## config.mk

```make
export PLATFORM = sky130hd
export DESIGN_NAME = thr_unit
export DESIGN_NICKNAME = d
export VERILOG_FILES = /design/src/rtl/thr_pkg.sv /design/src/rtl/thr_cfg_reg.sv /design/src/rtl/thr_addr_match.sv /design/src/rtl/thr_cmp.sv /design/src/rtl/thr_unit.sv
export SDC_FILE = /design/constraint.sdc
export NUM_CORES = 1
export LEC_CHECK = 0
export BUFFER_PORTS_ARGS = -buffer_cell sky130_fd_sc_hd__buf_2
export CORE_MARGIN = 5
export CORE_UTILIZATION = 42
export DETAILED_ROUTE_END_ITERATION = 6
export GPL_ROUTABILITY_DRIVEN = 0
export GPL_TIMING_DRIVEN = 0
export PLACE_DENSITY_LB_ADDON = 0.15
export SLEW_MARGIN = 20
export SYNTH_ARGS = -nofsm -noshare
export SYNTH_HDL_FRONTEND = slang
export SYNTH_HIERARCHICAL = 1
export SYNTH_SLANG_ARGS = --single-unit
```

## constraint.sdc

```tcl
create_clock -name clk -period 1.7 [get_ports clk]
set_clock_uncertainty 0.2 [all_clocks]
set_input_delay 0.255 -clock clk [delete_from_list [all_inputs] [get_ports clk]]
set_output_delay 0.255 -clock clk [all_outputs]
set_load 0.1 [all_outputs]
```

## src/rtl/thr_pkg.sv

```systemverilog
package thr_pkg;
   typedef enum logic {
      FN_GT = 1'b0,
      FN_LE = 1'b1
   } thr_func_e;
endpackage

```

## src/rtl/thr_cfg_reg.sv

```systemverilog
module thr_cfg_reg #(
   parameter int ADDR_W = 6,
   parameter int DATA_W = 6
) (
   input  logic              clk,
   input  logic              rst_n,
   input  logic              we,
   input  logic [ADDR_W-1:0] addr_d,
   input  logic              func_d,
   input  logic [DATA_W-1:0] const_d,
   output logic [ADDR_W-1:0] addr_q,
   output thr_pkg::thr_func_e func_q,
   output logic [DATA_W-1:0] const_q
);
   always_ff @(posedge clk or negedge rst_n) begin
      if (!rst_n) begin
         addr_q  <= '0;
         func_q  <= thr_pkg::FN_GT;
         const_q <= '0;
      end else if (we) begin
         addr_q  <= addr_d;
         func_q  <= thr_pkg::thr_func_e'(func_d);
         const_q <= const_d;
      end
   end
endmodule

```

## src/rtl/thr_addr_match.sv

```systemverilog
module thr_addr_match #(
   parameter int ADDR_W      = 6,
   parameter bit SPLIT_MATCH = 1'b1
) (
   input  logic [ADDR_W-1:0] a,
   input  logic [ADDR_W-1:0] b,
   output logic              eq
);
   localparam int LO_W = ADDR_W / 2;
   localparam int HI_W = ADDR_W - LO_W;

   generate
      if (SPLIT_MATCH && ADDR_W > 1) begin : g_split
         logic eq_hi;
         logic eq_lo;
         assign eq_hi = (a[ADDR_W-1:LO_W] == b[ADDR_W-1:LO_W]);
         assign eq_lo = (a[LO_W-1:0] == b[LO_W-1:0]);
         assign eq    = eq_hi & eq_lo;
      end else begin : g_flat
         assign eq = (a == b);
      end
   endgenerate

   generate
      if (HI_W < 1) begin : g_bad_w
         $error("thr_addr_match: address width too small");
      end
   endgenerate
endmodule

```

## src/rtl/thr_cmp.sv

```systemverilog
module thr_cmp #(
   parameter int DATA_W = 6
) (
   input  logic [DATA_W-1:0]  data,
   input  logic [DATA_W-1:0]  cst,
   input  thr_pkg::thr_func_e func,
   output logic               bit_o
);
   logic gt;
   assign gt    = (data > cst);
   assign bit_o = (func == thr_pkg::FN_LE) ? ~gt : gt;
endmodule

```

## src/rtl/thr_unit.sv

```systemverilog
module thr_unit #(
   parameter int ADDR_W      = 6,
   parameter int DATA_W      = 6,
   parameter bit SPLIT_MATCH = 1'b1
) (
   input  logic              clk,
   input  logic              rst_n,
   input  logic              cfg_we,
   input  logic [ADDR_W-1:0] cfg_addr,
   input  logic              cfg_func,
   input  logic [DATA_W-1:0] cfg_const,
   input  logic              vec_clr,
   input  logic              el_valid,
   input  logic [ADDR_W-1:0] el_addr,
   input  logic [DATA_W-1:0] el_data,
   output logic              fu_out
);
   generate
      if (ADDR_W < 2 || ADDR_W > 16) begin : g_bad_addr
         $error("thr_unit: ADDR_W out of range");
      end
      if (DATA_W < 1 || DATA_W > 32) begin : g_bad_data
         $error("thr_unit: DATA_W out of range");
      end
   endgenerate

   logic [ADDR_W-1:0]  addr_q;
   thr_pkg::thr_func_e func_q;
   logic [DATA_W-1:0]  const_q;
   logic               hit;
   logic               cmp_bit;
   logic               res_q;

   thr_cfg_reg #(.ADDR_W(ADDR_W), .DATA_W(DATA_W)) u_cfg (
      .clk(clk), .rst_n(rst_n), .we(cfg_we),
      .addr_d(cfg_addr), .func_d(cfg_func), .const_d(cfg_const),
      .addr_q(addr_q), .func_q(func_q), .const_q(const_q)
   );

   thr_addr_match #(.ADDR_W(ADDR_W), .SPLIT_MATCH(SPLIT_MATCH)) u_match (
      .a(el_addr), .b(addr_q), .eq(hit)
   );

   thr_cmp #(.DATA_W(DATA_W)) u_cmp (
      .data(el_data), .cst(const_q), .func(func_q), .bit_o(cmp_bit)
   );

   always_ff @(posedge clk or negedge rst_n) begin
      if (!rst_n)                res_q <= 1'b0;
      else if (vec_clr)          res_q <= 1'b0;
      else if (el_valid && hit)  res_q <= cmp_bit;
   end

   assign fu_out = res_q;
endmodule

```

==> run metrics, run 1 <==
Cell Area, Synth=~800 sq um; hold wc startpoint=cfg_const[5]; switch share=26.2%; Worst Path Arrival=roughly 1.9 ns; failing checks=negative setup slack; sequential element share of the synthesized area=between 40 and 50%; post-DR vias/cell=4.58; Logic pwr share=27.4%; # rows=15; Clk pwr share=23.6%; Die Width=53.5 microns; Synth Area in Compound Gates=under 10%; Sink Count=14; Initial Util=45.1%; FF-to-FF Start=u_cfg/const_q[5]$_DFFE_PN0P_; Synth Instances=61; Final #Nets=144; crit end category=register; Iteration-0 DRC Markers=2; WHS Endpoint=u_cfg/const_q[5]$_DFFE_PN0P_; Sw Pwr=~210 uW; worst slack, placed=-0.144 ns; Synth area leaders=dfrtp_1 (44%), mux2_4 (19%), ha_1 (9.4%), xnor2_1 (4.4%), mux2_2 (4.2%); share of the synthesized area in the top cell type=44.0%; fmax=538 MHz; internal power=580 uW; register area=~350 sq um; post-synthesis xor/xnor area fraction=7.70%; most common cell after layout, fill and taps aside=buf_2; Routed Antenna Nets=0; htree depth=1; FF+latch count, synth=14; die area=about 0.0029 sq mm; fillcell total=172; M1 WL=between 700 and 800 microns; CP Launch Type=register; Reg clk slew, reported paths=0.08 ns; top cell type by total area after synthesis=dfrtp_1; Hold Path Depth=2; Sequential Power Share=between 40% and 50%; slew margin rel.=67.8%; Clock Path Buffers=2; final-report setup violation count=1; TritonCTS clock tree=yes; adder-cell area share of the yosys netlist=under 10%; largest net degree at the start of global routing=15; share of layout cells above drive strength 1=51.9%; worst hold-check path type=input port to register; Die H=53.5 microns; Area Growth Syn to Fin=45.1%; # port buffers=30; vias in the first global route=645; P per Cell Area=680 mW/mm^2; Tmin final=1.86 ns; CORE AREA=approximately 0.0018 sq mm; Highest Signal Layer=met3; worst reg-to-reg setup slack=-0.16 ns; required time of the worst setup path=around 1.7 ns; total grt overflow=0; critical path fanouts, max=3; max cap viols=0; RR Endpoint=fu_out$_DFFE_PN0P_; status=finished, violations left; Multi-input gate area=about 450 sq um; VDD IR max=665 uV; global-route wire length before repair=2.73 mm; via count=600; n_diodes=0; latest clock arrival within the worst-skew pair=around 0.28 ns; Num CTS Buffers=3; met3 wire len=between 100 and 150 microns; initial antenna violation count=0; slew at the pin closest to its max-slew limit=just under 0.5 ns; residual DRC count=0; most frequent cells in the layout=buf_2 (30), dfrtp_1 (14), dlygate4sd3_1 (11); final hold vios=0; Syn Nets=97; simple logic cell fraction of the synthesized area=5.82%; Total GRT Usage=around 14%; Synth Warn #=6; Lkg Pwr=just under 0.0006 uW; TritonRoute pass-1 iters=3; RSZ-0062 raised after global routing=yes; cells on worst reg2reg path=8; mux cell area share after synthesis=between 20% and 30%; TNS Setup=-0.160 ns; Avg Synthesized Cell Area=13.0 sq um; Slew Limit Fails=0; routed wire length=1.69 mm; WL/cell=12.9 microns; Synth cell types=20; met2 wire length=around 840 microns; root cell of the clock tree=clkbuf_4; main combinational cell family by area after synthesis=multiplexers; # IOs=31; Hold Slack=0.0128 ns; Post-DP HPWL=between 1 and 1.5 mm; setup ws final=-0.160 ns; Period Utilization, post-route=109%; kind of critical path=register to register
## Yosys cell counts
| cell type | count |
|---|---|
| nand3_1 | 2 |
| xnor2_1 | 4 |
| a21bo_1 | 1 |
| ha_1 | 6 |
| a21o_1 | 1 |
| a21oi_2 | 1 |
| dfrtp_1 | 14 |
| inv_1 | 6 |
| nor2_1 | 1 |
| mux2_2 | 3 |
| xor2_1 | 3 |
| o21bai_1 | 1 |
| mux2_4 | 10 |
| a31oi_1 | 1 |
| nor3_2 | 1 |
| a21oi_1 | 1 |
| nand4_1 | 2 |
| nor2b_1 | 1 |
| buf_6 | 1 |
| nand2_1 | 1 |
## power by group through the flow
stage          logic [uW]  registers, uW  clock network, uW
2_1_floorplan         119            387                  0
3_3_place_gp          176            389                  0
3_5_place_dp          183            391                  0
4_1_cts               215            385                199
5_1_grt               239            389                209
6_report              215            385                185
## worst max-delay path by stage
stage | startpoint | end | slack (ns) | depth (start not counted)
2_1_floorplan | u_cfg/const_q[5]$_DFFE_PN0P_ | fu_out$_DFFE_PN0P_ | 0.007 | 8
3_3_place_gp | u_cfg/const_q[5]$_DFFE_PN0P_ | fu_out$_DFFE_PN0P_ | -0.13 | 8
3_5_place_dp | el_data[4] | fu_out$_DFFE_PN0P_ | -0.14 | 8
4_1_cts | u_cfg/const_q[5]$_DFFE_PN0P_ | fu_out$_DFFE_PN0P_ | -0.16 | 8
5_1_grt | u_cfg/const_q[5]$_DFFE_PN0P_ | fu_out$_DFFE_PN0P_ | -0.27 | 8
6_report | u_cfg/const_q[5]$_DFFE_PN0P_ | fu_out$_DFFE_PN0P_ | -0.16 | 8
## worst max-delay path, stage by stage (launching register included)
cell	delay, ns
dfrtp_1	0.37
inv_2	0.05
ha_4	0.27
nand4_1	0.10
o21bai_1	0.17
a31oi_1	0.22
xor2_1	0.19
nand3_1	0.11
a21oi_2	0.12
## through the flow
| stage | cell area [sq um] | std cells | total power, uW | utilization (%) |
|---|---|---|---|---|
| after detailed placement | 990 | 116 | 574 | 56.1 |
| after CTS | 1140 | 130 | 800 | 64.9 |
| after global routing | 1150 | 131 | 838 | 65.5 |
| after floorplan | 808 | 61 | 506 | - |
| final | 1150 | 131 | 785 | 65.5 |
| after global placement | 990 | 116 | 565 | 56.1 |
## cells by family after synthesis
family,after synthesis
muxes,13
buffers and inverters,7
and+or+nand+nor,8
xor gates and xnor gates,7
DFF,14
adders and majority gates,6
AOI/OAI and AO/OA,6
## state kept, by name (all words and copies together), names as in the netlist
name           count
fu_out             1
u_cfg/addr_q       6
u_cfg/const_q      6
u_cfg/func_q       1
## layout make-up
type	instances	share of cell area, %
Buffer	1	0.975
Multi-Input combinational cell	40	38.9
Sequential cell	14	30.3
Clock buffer	3	1.95
Inverter	6	1.95
Tap cell	25	2.71
Timing Repair Buffer	42	23.2
## routing by layer
metal / up-vias / track usage, %
met3: 0 / 6.48
met5: - / 0
met2: 18 / 23.9
met4: 0 / 2.55
met1: 282 / 15.3
li1: 300 / -
## what timing repair did
| action | CTS | global route |
|---|---|---|
| hold buffers | 10 | 1 |
| endpoints found under the hold margin | 23 | 1 |
| endpoints found under the setup margin | 1 | 1 |
| buffers inserted | 1 | 0 |
| pin swaps | 4 | 1 |
| gates resized for setup | 4 | 0 |
Note: power is estimated with default switching activity, not from simulation.
==> run 2, diff against run 1 <==
--- a/config.mk
+++ b/config.mk
@@ -6,7 +6,6 @@
 export NUM_CORES = 1
 export LEC_CHECK = 0
 export BUFFER_PORTS_ARGS = -buffer_cell sky130_fd_sc_hd__buf_2
-export CORE_MARGIN = 5
 export CORE_UTILIZATION = 42
 export DETAILED_ROUTE_END_ITERATION = 6
 export GPL_ROUTABILITY_DRIVEN = 0
==> constraint.sdc (replaced) <==
create_clock -name clk -period 1.7 [get_ports clk]
set_clock_uncertainty 0.2 [all_clocks]
set_input_delay 0 -clock clk [delete_from_list [all_inputs] [get_ports clk]]
set_output_delay 0 -clock clk [all_outputs]
set_load 0.1 [all_outputs]
==> run 2 against run 1 <==
Net effect: the run still ends with negative setup slack left; sequential power barely moved; worst hold slack improved by 0.037 ns; via count rose by 9.2%; total power rose by 10%; cell count rose by 11%; critical endpoint unchanged; largest cell class unchanged.
==> run metrics, run 2 (synthesis results as in run 1) <==
status=finished, violations left; failing checks=negative setup slack; Largest regs=u_cfg/addr_q (6), u_cfg/const_q (6); internal power=649 uW (+12%); Die Width=45.5 microns (-15%); total grt overflow=0 (unchanged); n_diodes=0 (unchanged); CP Launch Point=u_cfg/const_q[4]$_DFFE_PN0P_; P per Cell Area=666 mW/mm^2 (-2.0%); RR Endpoint=fu_out$_DFFE_PN0P_; worst hold-check path type=input port to register; slew margin rel.=55.9% (-12 points); via count=655 (+9.2%); routed wire length=1.74 mm (+3.3%); TritonCTS clock tree=yes; Clock Path Buffers=2 (unchanged); htree depth=1 (unchanged); largest net degree at the start of global routing=15 (unchanged); Iteration-0 DRC Markers=4 (+2); required time of the worst setup path=1.71 ns (about the same); kind of critical path=register to register; switch share=25.0% (-1.1 points); TritonRoute pass-1 iters=4 (+1); Die H=45.5 microns (-15%); WL/cell=11.9 microns (-7.3%); CORE AREA=0.00175 sq mm (-1.1%); die area=0.00207 sq mm (-28%); Period Utilization, post-route=110% (about the same); # port buffers=30 (unchanged); latest clock arrival within the worst-skew pair=0.28 ns (about the same); Slew Limit Fails=0 (unchanged); Logic pwr share=27.7% (+0.3 points); final-report setup violation count=1 (unchanged); Area Growth Syn to Fin=63.2%; Sink Count=14 (unchanged); most common cell after layout, fill and taps aside=buf_2; final core utilization=74.4% (+8.9 points); initial antenna violation count=0 (unchanged); Clk pwr share=27.7% (+4.1 points); Post-DP HPWL=1.08 mm (-14%); Initial Util=45.6% (+0.49 points); Worst Path Arrival=1.88 ns (about the same); CP Launch Type=register; Hold Path Depth=3 (+1); Lkg Pwr=0.000645 uW (+11%); Sequential Power Share=44.6% (-4.4 points); crit end category=register; root cell of the clock tree=clkbuf_4; most frequent cells in the layout=buf_2 (30), dlygate4sd3_1 (26), dfrtp_1 (14); post-DR vias/cell=4.49 (-2.0%); Num CTS Buffers=3 (unchanged); share of layout cells above drive strength 1=44.6% (-7.3 points); global-route wire length before repair=2.86 mm (+4.5%); worst slack, placed=-0.152 ns (-0.00805 ns); Sw Pwr=216 uW (+5.4%); fmax=537 MHz (about the same); fillcell total=134 (-22%); RSZ-0062 raised after global routing=yes; # IOs=31 (unchanged); vias in the first global route=670 (+3.9%); setup ws final=-0.162 ns (-0.00125 ns); Total GRT Usage=19.7% (+5.9 points); # rows=15 (unchanged); VDD IR max=398 uV (-40%); worst setup path end=fu_out$_DFFE_PN0P_; Reg clk slew, reported paths=0.09 ns (about the same); cells on worst reg2reg path=8 (unchanged); critical path fanouts, max=2 (-1); max cap viols=0 (unchanged); residual DRC count=0 (unchanged); Routed Antenna Nets=0 (unchanged); Final #Nets=158 (+9.7%); Tmin final=1.86 ns (+0.00125 ns); slew at the pin closest to its max-slew limit=0.660 ns (+0.174 ns); FF-to-FF Start=u_cfg/const_q[4]$_DFFE_PN0P_; worst reg-to-reg setup slack=-0.16 ns (about the same); final hold vios=0 (unchanged)
run 2: critical path, cell delays in order, from the launching register on:
cell and delay, ns:
dfrtp_1 0.37, inv_1 0.05, ha_1 0.28, nand4_1 0.11, o21bai_1 0.17, a31oi_1 0.24, xor2_1 0.17, nand3_1 0.10
a21oi_2 0.12
run 2: how the worst min path moves through the flow:
stage	start	slack (ns)	end
after floorplan	rst_n	-0.50	fu_out$_DFFE_PN0P_
after global routing	cfg_we	0.03	u_cfg/const_q[1]$_DFFE_PN0P_
after CTS	cfg_we	0.04	u_cfg/addr_q[0]$_DFFE_PN0P_
final	cfg_we	0.05	u_cfg/addr_q[0]$_DFFE_PN0P_
after detailed placement	rst_n	-0.29	u_cfg/const_q[3]$_DFFE_PN0P_
after global placement	rst_n	-0.29	u_cfg/const_q[3]$_DFFE_PN0P_
run 2: power groups by stage:
| stage | clock network (uW) | logic (uW) | registers (uW) |
|---|---|---|---|
| 4_1_cts | 251 | 238 | 385 |
| 2_1_floorplan | 0 | 119 | 387 |
| 3_5_place_dp | 0 | 182 | 391 |
| 6_report | 240 | 239 | 386 |
| 5_1_grt | 270 | 264 | 389 |
| 3_3_place_gp | 0 | 176 | 390 |
run 2: cell type report:
cell class                 instances  area (sq um)  area share (%)
buffer                             1          11.3           0.867
clock buffer                       4          36.3            2.79
inverter                           6          22.5            1.73
multi-input combinational         40           437            33.6
sequential                        14           350            27.0
tap                               25          31.3            2.41
timing repair buffer              56           410            31.6
run 2: what timing repair did:
item | 4_1_cts | 5_1_grt
endpoints found under the hold margin | 28 | 0
pin swaps | 1 | 1
setup buffers | 0 | 0
hold buffers | 26 | 0
endpoints found under the setup margin | 1 | 1
resized for setup | 3 | 0
run 2: stage by stage:
stage                     TNS, ns  std cells  cell area [sq um]  hold WS [ns]  total power, uW
after floorplan                 0         61                808        -0.496              506
after global placement     -0.136        116                990        -0.287              565
after detailed placement   -0.152        116                990        -0.286              573
after CTS                  -0.162        146               1300        0.0363              874
after global routing       -0.306        146               1300        0.0326              924
final                      -0.162        146               1300        0.0503              865
run 2: layer usage:
metal,vias up,global-route usage [%],wire length [microns]
met4,0,7.27,0
li1,330,-,-
met3,0,3.57,58
met1,309,24.0,807
met2,16,34.0,878
met5,-,0,0
